[src/rtl/dma_list_pkg.sv]
package dma_list_pkg;
  localparam int WORD_W     = 32;
  localparam int NSLOT      = 12;
  localparam int MID_SLOTS  = 6;
  localparam int ADDR_SLOTS = 2;
  localparam int SLOT_W     = $clog2(NSLOT);
  localparam int IDX_W      = $clog2(NSLOT + 3);

  localparam logic [WORD_W-1:0] LINK_END  = 32'hFFFF_FFFC;
  localparam logic [WORD_W-1:0] ECNT_INIT = 32'h00FF_FFFF;
  localparam logic [WORD_W-1:0] FCNT_INIT = 32'h0000_FFFF;

  // control word bit positions
  localparam int CB_DST   = 0;
  localparam int CB_SRC   = 2;
  localparam int CB_TLO   = 4;
  localparam int CB_PAUSE = 7;
  localparam int CB_LIST  = 8;
  localparam int CB_FAST  = 10;
  localparam logic [WORD_W-1:0] CTRL_MASK = 32'h0000_05B5;

  // info word bit positions
  localparam int NB_SRC = 24;
  localparam int NB_DST = 26;
  localparam int NB_BLK = 28;
  localparam int NB_TLO = 29;

  localparam int SL_SRC  = 0;
  localparam int SL_DST  = 1;
  localparam int SL_ECNT = 2;
  localparam int SL_FCNT = 3;

  typedef enum logic [1:0] {ST_IDLE, ST_FETCH, ST_XFER} ld_state_e;
endpackage

[src/rtl/dma_list_wordmap.sv]
module dma_list_wordmap
  import dma_list_pkg::*;
(
  input  logic [1:0]        dtype_i,
  input  logic              src_v_i,
  input  logic              dst_v_i,
  input  logic [SLOT_W-1:0] pay_i,
  output logic [SLOT_W-1:0] slot_o,
  output logic              slot_we_o,
  output logic              last_o
);
  logic              single;
  logic [SLOT_W-1:0] npay;

  always_comb begin
    single = (dtype_i != 2'd1) && !(src_v_i && dst_v_i);
    case (dtype_i)
      2'd1:    npay = SLOT_W'(NSLOT);
      2'd2:    npay = single ? SLOT_W'(MID_SLOTS - 1) : SLOT_W'(MID_SLOTS);
      2'd3:    npay = single ? SLOT_W'(ADDR_SLOTS - 1) : SLOT_W'(ADDR_SLOTS);
      default: npay = SLOT_W'(1);
    endcase
    slot_o    = pay_i;
    slot_we_o = 1'b1;
    if (single) begin
      if (pay_i == '0) begin
        slot_o    = src_v_i ? SLOT_W'(SL_SRC) : SLOT_W'(SL_DST);
        slot_we_o = src_v_i | dst_v_i;
      end else begin
        slot_o = pay_i + SLOT_W'(1);
      end
    end
    last_o = (pay_i == npay - SLOT_W'(1));
  end
endmodule

[src/rtl/dma_list_params.sv]
module dma_list_params
  import dma_list_pkg::*;
(
  input  logic                    clk_i,
  input  logic                    rst_ni,
  input  logic                    init_i,
  input  logic                    we_i,
  input  logic [SLOT_W-1:0]       slot_i,
  input  logic [WORD_W-1:0]       wdata_i,
  output logic [NSLOT*WORD_W-1:0] param_o
);
  for (genvar g = 0; g < NSLOT; g++) begin : g_slot
    logic [WORD_W-1:0] q;
    if (g == SL_ECNT || g == SL_FCNT) begin : g_init
      localparam logic [WORD_W-1:0] INIT_V = (g == SL_ECNT) ? ECNT_INIT : FCNT_INIT;
      always_ff @(posedge clk_i or negedge rst_ni) begin
        if (!rst_ni)                              q <= '0;
        else if (init_i)                          q <= INIT_V;
        else if (we_i && slot_i == SLOT_W'(g))    q <= wdata_i;
      end
    end else begin : g_plain
      always_ff @(posedge clk_i or negedge rst_ni) begin
        if (!rst_ni)                              q <= '0;
        else if (we_i && slot_i == SLOT_W'(g))    q <= wdata_i;
      end
    end
    assign param_o[g*WORD_W +: WORD_W] = q;
  end
endmodule

[src/rtl/dma_list_loader.sv]
module dma_list_loader
  import dma_list_pkg::*;
#(
  parameter int CNT_W = 16
) (
  input  logic                    clk_i,
  input  logic                    rst_ni,
  input  logic                    reg_we_i,
  input  logic [1:0]              reg_addr_i,
  input  logic [WORD_W-1:0]       reg_wdata_i,
  output logic [WORD_W-1:0]       reg_rdata_o,
  input  logic                    start_i,
  output logic                    rd_req_o,
  output logic [WORD_W-1:0]       rd_addr_o,
  input  logic                    rd_valid_i,
  input  logic [WORD_W-1:0]       rd_data_i,
  output logic                    xfer_req_o,
  output logic [NSLOT*WORD_W-1:0] param_o,
  input  logic                    xfer_done_i,
  output logic                    blk_end_o,
  output logic                    busy_o,
  output logic                    err_o
);
  ld_state_e         state_q;
  logic [WORD_W-1:0] ctrl_q, ptr_q, base_q;
  logic [CNT_W-1:0]  cnt_q;
  logic              err_q, in_list_q, desc_xfer_q, blk_q;
  logic              cur_src_q, cur_dst_q, cur_blk_q, pend_blk_q;
  logic [1:0]        cur_type_q;
  logic [IDX_W-1:0]  widx_q;

  logic              idle, reg_wr, list_init, accept, launch, xfer_fin, at_end;
  logic [SLOT_W-1:0] pay_idx, map_slot;
  logic              map_we, map_last, pw_we;
  logic [1:0]        nxt_type;

  assign idle      = (state_q == ST_IDLE);
  assign reg_wr    = reg_we_i && idle;
  assign list_init = reg_wr && reg_addr_i == 2'd0 && reg_wdata_i[CB_LIST] && !ctrl_q[CB_LIST];
  assign xfer_fin  = (state_q == ST_XFER) && xfer_done_i;
  assign at_end    = {ptr_q[WORD_W-1:1], 1'b0} == LINK_END;
  assign accept    = start_i && !reg_we_i && idle && ctrl_q[CB_LIST] && !ctrl_q[CB_PAUSE]
                     && !err_q && ptr_q != '0;
  assign launch    = (accept && (in_list_q || ctrl_q[CB_FAST]))
                   || (xfer_fin && (!desc_xfer_q || (!at_end && !ptr_q[0])));
  assign pay_idx   = SLOT_W'(widx_q - IDX_W'(2));
  assign nxt_type  = rd_data_i[NB_TLO +: 2];
  assign pw_we     = (state_q == ST_FETCH) && rd_valid_i && widx_q >= IDX_W'(2) && map_we;

  dma_list_wordmap u_map (
    .dtype_i   (cur_type_q),
    .src_v_i   (cur_src_q),
    .dst_v_i   (cur_dst_q),
    .pay_i     (pay_idx),
    .slot_o    (map_slot),
    .slot_we_o (map_we),
    .last_o    (map_last)
  );

  dma_list_params u_params (
    .clk_i   (clk_i),
    .rst_ni  (rst_ni),
    .init_i  (list_init),
    .we_i    (pw_we),
    .slot_i  (map_slot),
    .wdata_i (rd_data_i),
    .param_o (param_o)
  );

  always_ff @(posedge clk_i or negedge rst_ni) begin
    if (!rst_ni) begin
      state_q     <= ST_IDLE;
      ctrl_q      <= '0;
      ptr_q       <= '0;
      base_q      <= '0;
      cnt_q       <= '0;
      err_q       <= 1'b0;
      in_list_q   <= 1'b0;
      desc_xfer_q <= 1'b0;
      blk_q       <= 1'b0;
      cur_src_q   <= 1'b0;
      cur_dst_q   <= 1'b0;
      cur_blk_q   <= 1'b0;
      pend_blk_q  <= 1'b0;
      cur_type_q  <= '0;
      widx_q      <= '0;
    end else begin
      blk_q <= xfer_fin && desc_xfer_q && cur_blk_q;
      if (reg_wr && reg_addr_i == 2'd0) ctrl_q <= reg_wdata_i & CTRL_MASK;
      if (reg_wr && reg_addr_i == 2'd1 && reg_wdata_i != '0) ptr_q <= reg_wdata_i;
      if (list_init) begin
        cnt_q      <= '0;
        err_q      <= 1'b0;
        in_list_q  <= 1'b0;
        pend_blk_q <= 1'b0;
      end
      if (xfer_fin && desc_xfer_q) cnt_q <= cnt_q + CNT_W'(1);

      case (state_q)
        ST_IDLE: if (accept && !launch) begin
          state_q     <= ST_XFER;       // programmed transfer runs before the head
          desc_xfer_q <= 1'b0;
          in_list_q   <= 1'b1;
        end
        ST_FETCH: if (rd_valid_i) begin
          widx_q <= widx_q + IDX_W'(1);
          if (widx_q == IDX_W'(0)) begin
            ptr_q <= rd_data_i;
          end else if (widx_q == IDX_W'(1)) begin
            ctrl_q[CB_TLO +: 2] <= nxt_type;
            ctrl_q[CB_SRC]      <= rd_data_i[NB_SRC];
            ctrl_q[CB_DST]      <= rd_data_i[NB_DST];
            pend_blk_q          <= rd_data_i[NB_BLK];
            if (nxt_type == 2'd0) begin
              err_q     <= 1'b1;
              in_list_q <= 1'b0;
              state_q   <= ST_IDLE;
            end
          end else if (map_last) begin
            state_q     <= ST_XFER;
            desc_xfer_q <= 1'b1;
          end
        end
        ST_XFER: if (xfer_done_i && desc_xfer_q) begin
          if (at_end) begin
            state_q   <= ST_IDLE;
            in_list_q <= 1'b0;
          end else if (ptr_q[0]) begin
            state_q          <= ST_IDLE;
            ctrl_q[CB_PAUSE] <= 1'b1;
          end
        end
        default: state_q <= ST_IDLE;
      endcase

      if (launch) begin
        if (ctrl_q[CB_TLO +: 2] == 2'd0) begin
          err_q     <= 1'b1;
          in_list_q <= 1'b0;
          state_q   <= ST_IDLE;
        end else begin
          state_q    <= ST_FETCH;
          widx_q     <= '0;
          base_q     <= {ptr_q[WORD_W-1:2], 2'b00};
          cur_type_q <= ctrl_q[CB_TLO +: 2];
          cur_src_q  <= ctrl_q[CB_SRC];
          cur_dst_q  <= ctrl_q[CB_DST];
          cur_blk_q  <= pend_blk_q;
          in_list_q  <= 1'b1;
        end
      end
    end
  end

  assign busy_o     = !idle;
  assign err_o      = err_q;
  assign blk_end_o  = blk_q;
  assign rd_req_o   = (state_q == ST_FETCH);
  assign rd_addr_o  = base_q + (WORD_W'(widx_q) << 2);
  assign xfer_req_o = (state_q == ST_XFER);

  always_comb begin
    case (reg_addr_i)
      2'd0:    reg_rdata_o = ctrl_q;
      2'd1:    reg_rdata_o = ptr_q;
      2'd2:    reg_rdata_o = WORD_W'(cnt_q);
      default: reg_rdata_o = {{(WORD_W-2){1'b0}}, err_q, busy_o};
    endcase
  end

  assert_zero_ptr_R2: assert property (@(posedge clk_i) disable iff (!rst_ni)
    reg_we_i && !busy_o && reg_addr_i == 2'd1 && reg_wdata_i == '0 |=> ptr_q == $past(ptr_q));
  assert_busy_wr_R2: assert property (@(posedge clk_i) disable iff (!rst_ni)
    busy_o && reg_we_i && reg_addr_i == 2'd0
    |=> ctrl_q[CB_LIST] == $past(ctrl_q[CB_LIST]) && ctrl_q[CB_FAST] == $past(ctrl_q[CB_FAST]));
  assert_hold_addr_R6: assert property (@(posedge clk_i) disable iff (!rst_ni)
    rd_req_o && !rd_valid_i |=> rd_req_o && $stable(rd_addr_o));
  assert_cnt_step_R9: assert property (@(posedge clk_i) disable iff (!rst_ni)
    cnt_q != $past(cnt_q) |-> cnt_q == '0 || (cnt_q == $past(cnt_q) + CNT_W'(1) && $past(xfer_done_i)));
  assert_blk_pulse_R10: assert property (@(posedge clk_i) disable iff (!rst_ni)
    blk_end_o |=> !blk_end_o);
  assert_pause_idle_R11: assert property (@(posedge clk_i) disable iff (!rst_ni)
    $rose(ctrl_q[CB_PAUSE]) |-> !busy_o);
  assert_err_sticky_R13: assert property (@(posedge clk_i) disable iff (!rst_ni)
    err_q && !list_init |=> err_q);
endmodule

[config.mk]
export PLATFORM = sky130hd
export DESIGN_NAME = dma_list_loader
export DESIGN_NICKNAME = d
export VERILOG_FILES = /design/src/rtl/dma_list_pkg.sv /design/src/rtl/dma_list_wordmap.sv /design/src/rtl/dma_list_params.sv /design/src/rtl/dma_list_loader.sv
export SDC_FILE = /design/constraint.sdc
export NUM_CORES = 1
export LEC_CHECK = 0
export CAP_MARGIN = 15
export CORE_UTILIZATION = 49
export DETAILED_ROUTE_END_ITERATION = 7
export GPL_ROUTABILITY_DRIVEN = 0
export PLACE_DENSITY_LB_ADDON = 0.15
export SYNTH_ARGS = -nofsm -noshare
export SYNTH_HDL_FRONTEND = slang
export SYNTH_SLANG_ARGS = --single-unit
export TNS_END_PERCENT = 20
[constraint.sdc]
create_clock -name clk_i -period 3.35 [get_ports clk_i]
set_input_delay 0.67 -clock clk_i [delete_from_list [all_inputs] [get_ports clk_i]]
set_output_delay 0.67 -clock clk_i [all_outputs]
set_load 0.02 [all_outputs]
* Word-level counts from Yosys, hierarchy flattened
Cells that the tools add are included.
** Cells by class
- Add/sub/neg operators :: 6
- Magnitude comparators :: 1
- Equality and inequality tests :: 34
- Muxes and demuxes :: 82
- Bitwise gates (word level) :: 2
- Reduce and logical (&&, ||, !) cells :: 66
** Operators with widths (number)
- 2-to-1 mux 32 bit :: 8
- one-hot mux 32 bit (3 select lines) :: 1
- nonzero test 32 bit :: 2
- 2-to-1 mux 1 bit :: 44
- logical AND 1 bit :: 37
- adder 32 x 6 -> 32 bit :: 1
- 2-to-1 mux 16 bit :: 2
- 2-to-1 mux 2 bit :: 16
- == test 31 bit (second input constant) :: 1
- 2-to-1 mux 4 bit :: 6
- adder 16 x 1 -> 16 bit (second input constant) :: 1
- == test 4 x 3 -> 1 bit (second input constant) :: 4
- == test 4 bit (second input constant) :: 4
- zero test 4 bit :: 3
- one-hot mux 4 bit (3 select lines) :: 1
- zero test 1 bit :: 10
- != test 3 x 1 -> 1 bit (second input constant) :: 3
- adder 4 x 1 -> 4 bit (second input constant) :: 2
- == test 2 bit (second input constant) :: 4
- == test 4 x 1 -> 1 bit (second input constant) :: 2
- == test 4 x 2 -> 1 bit (second input constant) :: 2
- zero test 2 bit :: 4
- 2-to-1 mux 8 bit :: 1
- != test 2 x 1 -> 1 bit (second input constant) :: 4
- 19 further kinds :: 28
** Storage, ports and cells
- Register bits after elaboration :: 485
- Input bits :: 72
- Output and inout port bits :: 453

* Depth between registers and ports, before layout
Gate-level depths: netlist (run 1).
- Word-level depth :: 14
- Depth in mapped cells :: 11
- Depth with buffers taken out :: 9

* Modules after synthesis
From an unflattened synthesis (run 1), not the netlist that was laid out.
** Unflattened totals
- Cells, all modules :: 1601
- Area total of the unflattened synthesis :: 21202.8 um2
** Modules (own cells, without submodules)
- dma_list_params :: instances 1, cells an instance 976, area an instance 15140.8 um2, seq. area each 9609.2 um2
- dma_list_loader :: instances 1, cells an instance 594, area an instance 5848.1 um2, seq. area each 2527.4 um2
- dma_list_wordmap :: instances 1, cells an instance 31, area an instance 214.0 um2, seq. area each 0.0 um2

* Worst setup path before layout (run 1)
No wires, ideal clock.
- Kind :: flip-flop to output port
- From :: register widx_q[1]
- To :: output port rd_addr_o[24]
- Data arrival time :: 2.365 ns
- Setup slack :: 0.315 ns
- Stages on the path, launching flop included :: 9
- Buffers on the path :: 0
- Cell sequence :: dfrtp_1 -> inv_1 -> fa_1 -> nor2b_1 -> o21ai_0 -> a21oi_1 -> nand3_1 -> nor2_1 -> xor2_1
** On the way
- Word-level cells in the longest chain between the ends :: 1
** RTL lines
- start: declaration :: RTL line dma_list_loader.sv:30 : logic [IDX_W-1:0] widx_q;
- start signal: assignment :: RTL line dma_list_loader.sv:106 : widx_q <= widx_q + IDX_W'(1);
- adder 32 x 6 -> 32 bit :: RTL line dma_list_loader.sv:159 : assign rd_addr_o = base_q + (WORD_W'(widx_q) << 2);
- end: declaration :: RTL line dma_list_loader.sv:14 : output logic [WORD_W-1:0] rd_addr_o,
Every way passes these cells.

* Worst setup path after layout (run 1)
- From :: register widx_q[0]
- To :: output port rd_addr_o[30]
The elaborated chain is that of the path after synthesis.

==> results of run 1 <==
[registers in the layout, summed over array words and instances, names as in the netlist, 2 cells and up]
signal,count
widx_q,4
ptr_q,32
base_q,30
cnt_q,16
cur_type_q,2
u_params.g_slot.q,384
state_q,2
ctrl_q,7
[stage by stage]
step | cells | worst slack [ps] | power, mW
2_1_floorplan | 1605 | 315 | 14.3
3_3_place_gp | 2616 | 19.7 | 19.8
3_5_place_dp | 2616 | -54.7 | 20.0
4_1_cts | 2709 | -93.6 | 26.0
5_1_grt | 2712 | -128 | 27.0
6_report | 2712 | -0.814 | 25.9
[worst max path at each step]
stage	cells past startpoint	slack, ps	from	endpoint
2_1_floorplan	8	310	widx_q[1]	rd_addr_o[24]
3_3_place_gp	8	20	base_q[3]	rd_addr_o[31]
3_5_place_dp	10	-50	widx_q[0]	rd_addr_o[22]
4_1_cts	9	-90	base_q[3]	rd_addr_o[17]
5_1_grt	11	-130	widx_q[0]	rd_addr_o[30]
6_report	11	-0.8	widx_q[0]	rd_addr_o[30]
[placed cells by master (no fill, tap or decap), types with 21 or more instances in the layout]
cell type,instances
a21oi_1,29
and2_1,26
buf_4,63
clkbuf_16,51
clkdlybuf4s50_1,494
dfrtp_1,485
mux2_2,339
mux2i_1,78
nand2_1,109
nand3_1,25
nor2_1,74
nor3_1,24
nor4_1,21
o21ai_0,74
[critical path: stages, from the launching register on]
cell,delay [ps]
dfrtp_1,360
ha_2,210
inv_2,40
fa_2,350
nor2b_2,130
o21ai_2,90
a21oi_2,220
nand3_4,140
buf_6,150
nor2_4,90
xor2_1,150
buf_4,160
[synthesized netlist by cell type, types with 8 or more instances]
cell type  instances
a21oi_1           32
a22o_1            11
and2_1            26
and3_1            15
buf_2             26
clkbuf_1          80
dfrtp_1          485
ha_1              12
inv_1             17
mux2_1            18
mux2_2           339
mux2i_1           78
nand2_1          109
nand3_1           31
nand4_1           18
nor2_1            76
nor2b_1            8
nor3_1            24
nor4_1            21
o211ai_1           8
o21ai_0           76
xnor2_1           22
xor2_1            12
[per-layer routing]
metal  GRT usage (%)  wire length, um
met5               0                0
met4            11.7             2230
met3            8.61             5170
met2            53.1            33500
met1            39.3            26800
[report_power, final]
group	total (mW)	internal, mW	switching [mW]	leakage, nW
combinational	10.6	5.07	5.52	6.34
clock	5.92	3.55	2.37	0.868
sequential	9.43	7.83	1.60	6.44
[cell families after synthesis]
logic type	count (synthesis)
mux	436
simple gates	351
compound gates	154
xor+xnor	35
flops	485
buf+inv	129
other cells	1
fa+ha+maj	13
[final cells by class]
| class | count | share of cell area (%) |
|---|---|---|
| clock inverters | 26 | 1.25 |
| diodes | 3 | 0.0262 |
| repair buffers | 593 | 20.5 |
| multi-input cells | 991 | 28.5 |
| well taps | 532 | 2.32 |
| flip-flops and latches | 485 | 42.3 |
| inverters | 17 | 0.223 |
| clock buffers | 65 | 4.84 |
[repair_timing]
item                                    in CTS  in global routing
pin swaps                                    2                 11
gates cloned                                 0                  0
resized for setup                           89                 49
endpoints found under the setup margin      28                 61
setup buffers                                2                  0
==> results.yml, run 1 <==
timing:
  hold-worst-slack_ps: 79.8
  drv_slew: 0
  max_freq_mhz: 298
  setup_slack_ps: -0.814
  setup_tns_ps: -0.814
  tightest_slew_ps: 974
  max_slew_margin_pct: 34.9
  setup_viol: 1
  final.min_clock_period_ps: 3350
  fin_worst_skew_ps: 20.1
  fin_crit_sh_pct: 100
  hold_viol_final: 0
  rsz0062_at_grt: "yes"
global_route:
  antenna_found_initial: 3
  grt_pass1_wl_um: 103000
  first_global_vias: 16026
  grt-ovfl-total: 0
  grt_usage_pct: 31.7
  grt_max_degree: 101
synthesis:
  async_flop_share_pct: 100
  synth_xor_area_share_pct: 1.52
  synth-compound-area-share_pct: 4.50
  ys_types: 59
  synthSimpleGateAreaFrac_pct: 8.26
  yosysTopAreaCellShare_pct: 58.8
  ys_seq_area_share_pct: 58.8
  netlist_instances: 1604
  syn_area_per_cell_um2: 12.9
  yosys.area.top_type: "dfrtp_1"
  synth_edf_count: 0
  synth-adder-area-share_pct: 0.825
  ys_ff_latch: 485
  synth_mux_area_share_pct: 23.4
  synth_area_leaders: "dfrtp_1, mux2_2, mux2i_1"
  synth_top_family_by_area: "multiplexers"
  yosysWarnings: 0
  ys.flop_type: "dfrtp_1"
  syn_area_um2: 20600
layout:
  layout-drive-gt1-share_pct: 25.5
  nFillCells: 2952
  multi_input_area_um2: 8160
  layout.nets: 2223
  final-seq-area_um2: 12100
  area_growth_syn_to_layout_pct: 39.0
  final_util_pct: 69.6
  design_area_um2: 28700
placed_design:
  portBuffers: 522
  placedInstanceArea_um2: 26800
  dp_hpwl_um: 48100
drt:
  viasPerCell: 5.68
  drc_errors: 0
  dr_total_vias: 15409
  firstDrtPassIters: 5
  drt-total-wl_um: 67700
  drt_iter0_markers: 1030
  wl_per_cell_um: 25.0
  ant_nets: 0
worst_setup_path:
  worst_ep_arrival_time_ps: 2680
  r2r-start: "widx_q[0]"
  cp.required_ps: 2680
  rr_worst_depth: 11
  start_kind: "flop"
  crit_path_end_kind: "output port"
  rr_endpoint: "u_params.g_slot[5].q[2]"
  path_class: "flop to output port"
  cp_max_fo: 5
  rrSetupSlack_ps: 130
cts:
  clk_latency_ps: 600
  cts_tree: "done"
  cts_hold_buffers: 0
  clock_path_buffers: 3
  path_clk_slew_ps: 60
  htree_levels: 2
  cts_made_buffers: 50
  cts_root_buf: "clkbuf_16"
  cts_sinks: 485
die:
  die_width_um: 207
  core_um2: 41200
  num_rows: 74
  die_area_um2: 42900
  initial_core_util_pct: 50.1
  fp.dieH_um: 207
  io_pins: 525
run_status:
  status: "finished with violations"
  failed_checks: "negative setup slack"
pwr:
  power_density_nw_per_um2: 905
  leakage_nw: 13.7
  max-vdd-ir-drop_v: 0.000657
hold_path:
  hold_path_class: "primary input to asynchronous set/reset pin"
flow_run:
  maxCapViolCount: 0
(Power assumes the default switching activity.)
==> run 2, diff against run 1 <==
Settings changed: CORE_MARGIN set to 10, CORE_UTILIZATION 49 to 50, PLACE_DENSITY set to 0.78, PLACE_DENSITY_LB_ADDON 0.15 to unset, SYNTH_HIERARCHICAL set to 1.
==> run 2 against run 1 <==
Compared with the run above: the run now ends clean; global-route usage shrank 3.8 points; largest cell class unchanged; cell area grew 1.2%; sequential share of layout area shrank 0.51 points; sequential cell count is the same; critical path depth shrank 2; critical endpoint is now rd_addr_o[8].
==> results.yml, run 2 <==
run_status:
  status: "finished, final reports clean"
synthesis:
  syn_area_per_cell_um2: 13.2
  synth_edf_count: 0
  netlist_instances: 1601
  async_flop_share_pct: 100
  ys_seq_area_share_pct: 57.2
  ys_ff_latch: 485
  ys.flop_type: "dfrtp_1"
  yosysMostFrequentCell: "dfrtp_1"
  yosysWarnings: 6
  synth_area_leaders: "dfrtp_1, mux2_2, mux2i_1"
  ys_types: 65
  yosysTopAreaCellShare_pct: 57.2
  synthTopCellsByCount: "dfrtp_1, mux2_2, nor2_1"
  syn_area_um2: 21200
  yosys.area.top_type: "dfrtp_1"
layout:
  largest_registers: "u_params/g_slot.q: 384 flops, ptr_q: 32 flops, base_q: 30 flops"
  layout-drive-gt1-share_pct: 25.4
  final_common_cell: "clkdlybuf4s50_1"
  largest_reg_flops: 384
  layout.nets: 2211
  regMostFlops: "u_params/g_slot.q"
  final_cell_mix: "clkdlybuf4s50_1, dfrtp_1, mux2_2"
  design_area_um2: 29000
  area_growth_syn_to_layout_pct: 36.9
  final_util_pct: 69.2
  nFillCells: 2867
cts:
  cts_made_buffers: 51
  htree_levels: 2
  cts_hold_buffers: 0
  cts_tree: "done"
  cts_sinks: 485
  clk_latency_ps: 610
  path_clk_slew_ps: 60
  cts_root_buf: "clkbuf_16"
  clock_path_buffers: 3
  cts_setup_buffers: 0
die:
  initial_core_util_pct: 50.5
  die_area_um2: 51000
  core_um2: 41900
  die_width_um: 226
  num_rows: 75
  io_pins: 525
  fp.dieH_um: 226
placed_design:
  post-place-ws_ps: 93.9
  portBuffers: 522
  dp_hpwl_um: 52500
  placedInstanceArea_um2: 27300
timing:
  drv_slew: 0
  rsz0062_at_grt: "yes"
  fin_worst_skew_ps: 29.4
  final.min_clock_period_ps: 3330
  tightest_slew_ps: 1050
  max_slew_margin_pct: 30.0
  fin_crit_sh_pct: 99.4
  max_freq_mhz: 300
  setup_viol: 0
  setup_slack_ps: 20.6
  hold_viol_final: 0
global_route:
  first_global_vias: 16085
  grt-ovfl-total: 0
  antenna_found_initial: 1
  grt_usage_pct: 27.9
  grt_max_degree: 105
  grt_pass1_wl_um: 107000
worst_setup_path:
  worst_ep_arrival_time_ps: 2660
  start_kind: "flop"
  path_class: "flop to output port"
  cp.required_ps: 2680
  rr_worst_depth: 12
  cp_max_fo: 4
  crit_path_end_kind: "output port"
pwr:
  power_frac_comb_pct: 41.2
  p_int_mw: 16.6
  max-vdd-ir-drop_v: 0.000655
  switching_power_mw: 9.58
  p_clk_share_pct: 23.0
  swShare_pct: 36.6
  leakage_nw: 13.8
  p_seq_share_pct: 35.8
  power_density_nw_per_um2: 902
drt:
  drc_errors: 0
  drt-total-wl_um: 72500
  ant_nets: 0
  viasPerCell: 5.61
  dr_total_vias: 15165
  drt_iter0_markers: 1098
  wl_per_cell_um: 26.8
  firstDrtPassIters: 6
hold_path:
  hold_path_class: "primary input to asynchronous set/reset pin"
flow_run:
  maxCapViolCount: 0
run 2: changes by cell type after synthesis, sizes merged, moves of 5 or more:
cell,previous run,this run
nand2,109,54
o21ai,77,24
nor2,76,125
mux2i,78,116
nand2b,5,43
clkbuf,80,61
buf,32,49
nor3,24,10
a21oi,32,40
o211ai,8,2
and3,15,10
run 2: critical path, stage by stage, from the launching register on:
cell and delay [ps]:
dfrtp_1 380, ha_2 190, inv_2 60, fa_2 220
nor2b_1 50, o21a_2 230, or2_2 330, and3_1 200
xor2_1 180, clkbuf_2 210
run 2: area by class of cell:
cell class	instances	area, um^2	share of cell area, %
tap	539	674	2.32
antenna	1	2.50	0.00862
multi-input combinational	991	8590	29.6
timing repair buffer	580	5780	19.9
clock inverter	25	379	1.31
clock buffer	66	1400	4.83
sequential	485	12100	41.8
inverter	16	61.3	0.211
run 2: repair_timing:
item	CTS	global route
resized for setup	53	33
setup endpoints to repair	26	40
endpoints found under the hold margin	0	0
pin swaps	2	0
cloned	0	0
run 2: metal layers:
metal | wire, um | GRT usage, % | up-vias
li1 | - | - | 6621
met1 | 27700 | 32.8 | 7862
met2 | 36100 | 46.9 | 568
met3 | 6510 | 9.37 | 114
met4 | 2190 | 9.50 | 0
met5 | 0 | 0 | -
run 2: kinds of logic after synthesis:
| family | share of synthesized area [%] |
|---|---|
| flip-flops | 57.2 |
| other | 0.0177 |
| AO/OA/AOI/OAI | 3.14 |
| AND/OR/NAND/NOR | 8.78 |
| adder cells (fa/ha/maj) | 0.862 |
| XOR/XNOR | 1.40 |
| buffers and inverters | 2.83 |
| multiplexers | 25.7 |
run 2: stage by stage:
step / instances / power (mW) / TNS [ps] / hold WS, ps
floorplan: 1602 / 14.5 / 0 / 374
global placement: 2611 / 20.0 / 0 / 468
detailed placement: 2611 / 20.3 / 0 / 485
CTS: 2702 / 26.3 / -737 / 58.5
global route: 2702 / 27.3 / -81.6 / 74.3
finish: 2703 / 26.2 / 0 / 38.4
run 2: power groups by stage:
| stage | Combinational (mW) | Sequential (mW) | Clock (mW) |
|---|---|---|---|
| 2_1_floorplan | 3.72 | 10.8 | 0 |
| 3_3_place_gp | 10.7 | 9.27 | 0 |
| 3_5_place_dp | 10.9 | 9.38 | 0 |
| 4_1_cts | 10.9 | 9.33 | 6.10 |
| 5_1_grt | 11.4 | 9.59 | 6.35 |
| 6_report | 10.8 | 9.37 | 6.03 |
run 2: path summary, 6_finish.rpt:
check | start | to | slack, ps
max | base_q[2] | rd_addr_o[8] | 20
min | rst_ni | u_params/g_slot[9].q[14] | 40
max reg2reg | widx_q[1] | u_params/g_slot[7].q[28] | 200
min reg2reg | u_params/g_slot[6].q[5] | u_params/g_slot[6].q[5] | 490
max in group asynchronous | rst_ni | base_q[7] | 2380
min in group clk_i | u_params/g_slot[6].q[5] | u_params/g_slot[6].q[5] | 490
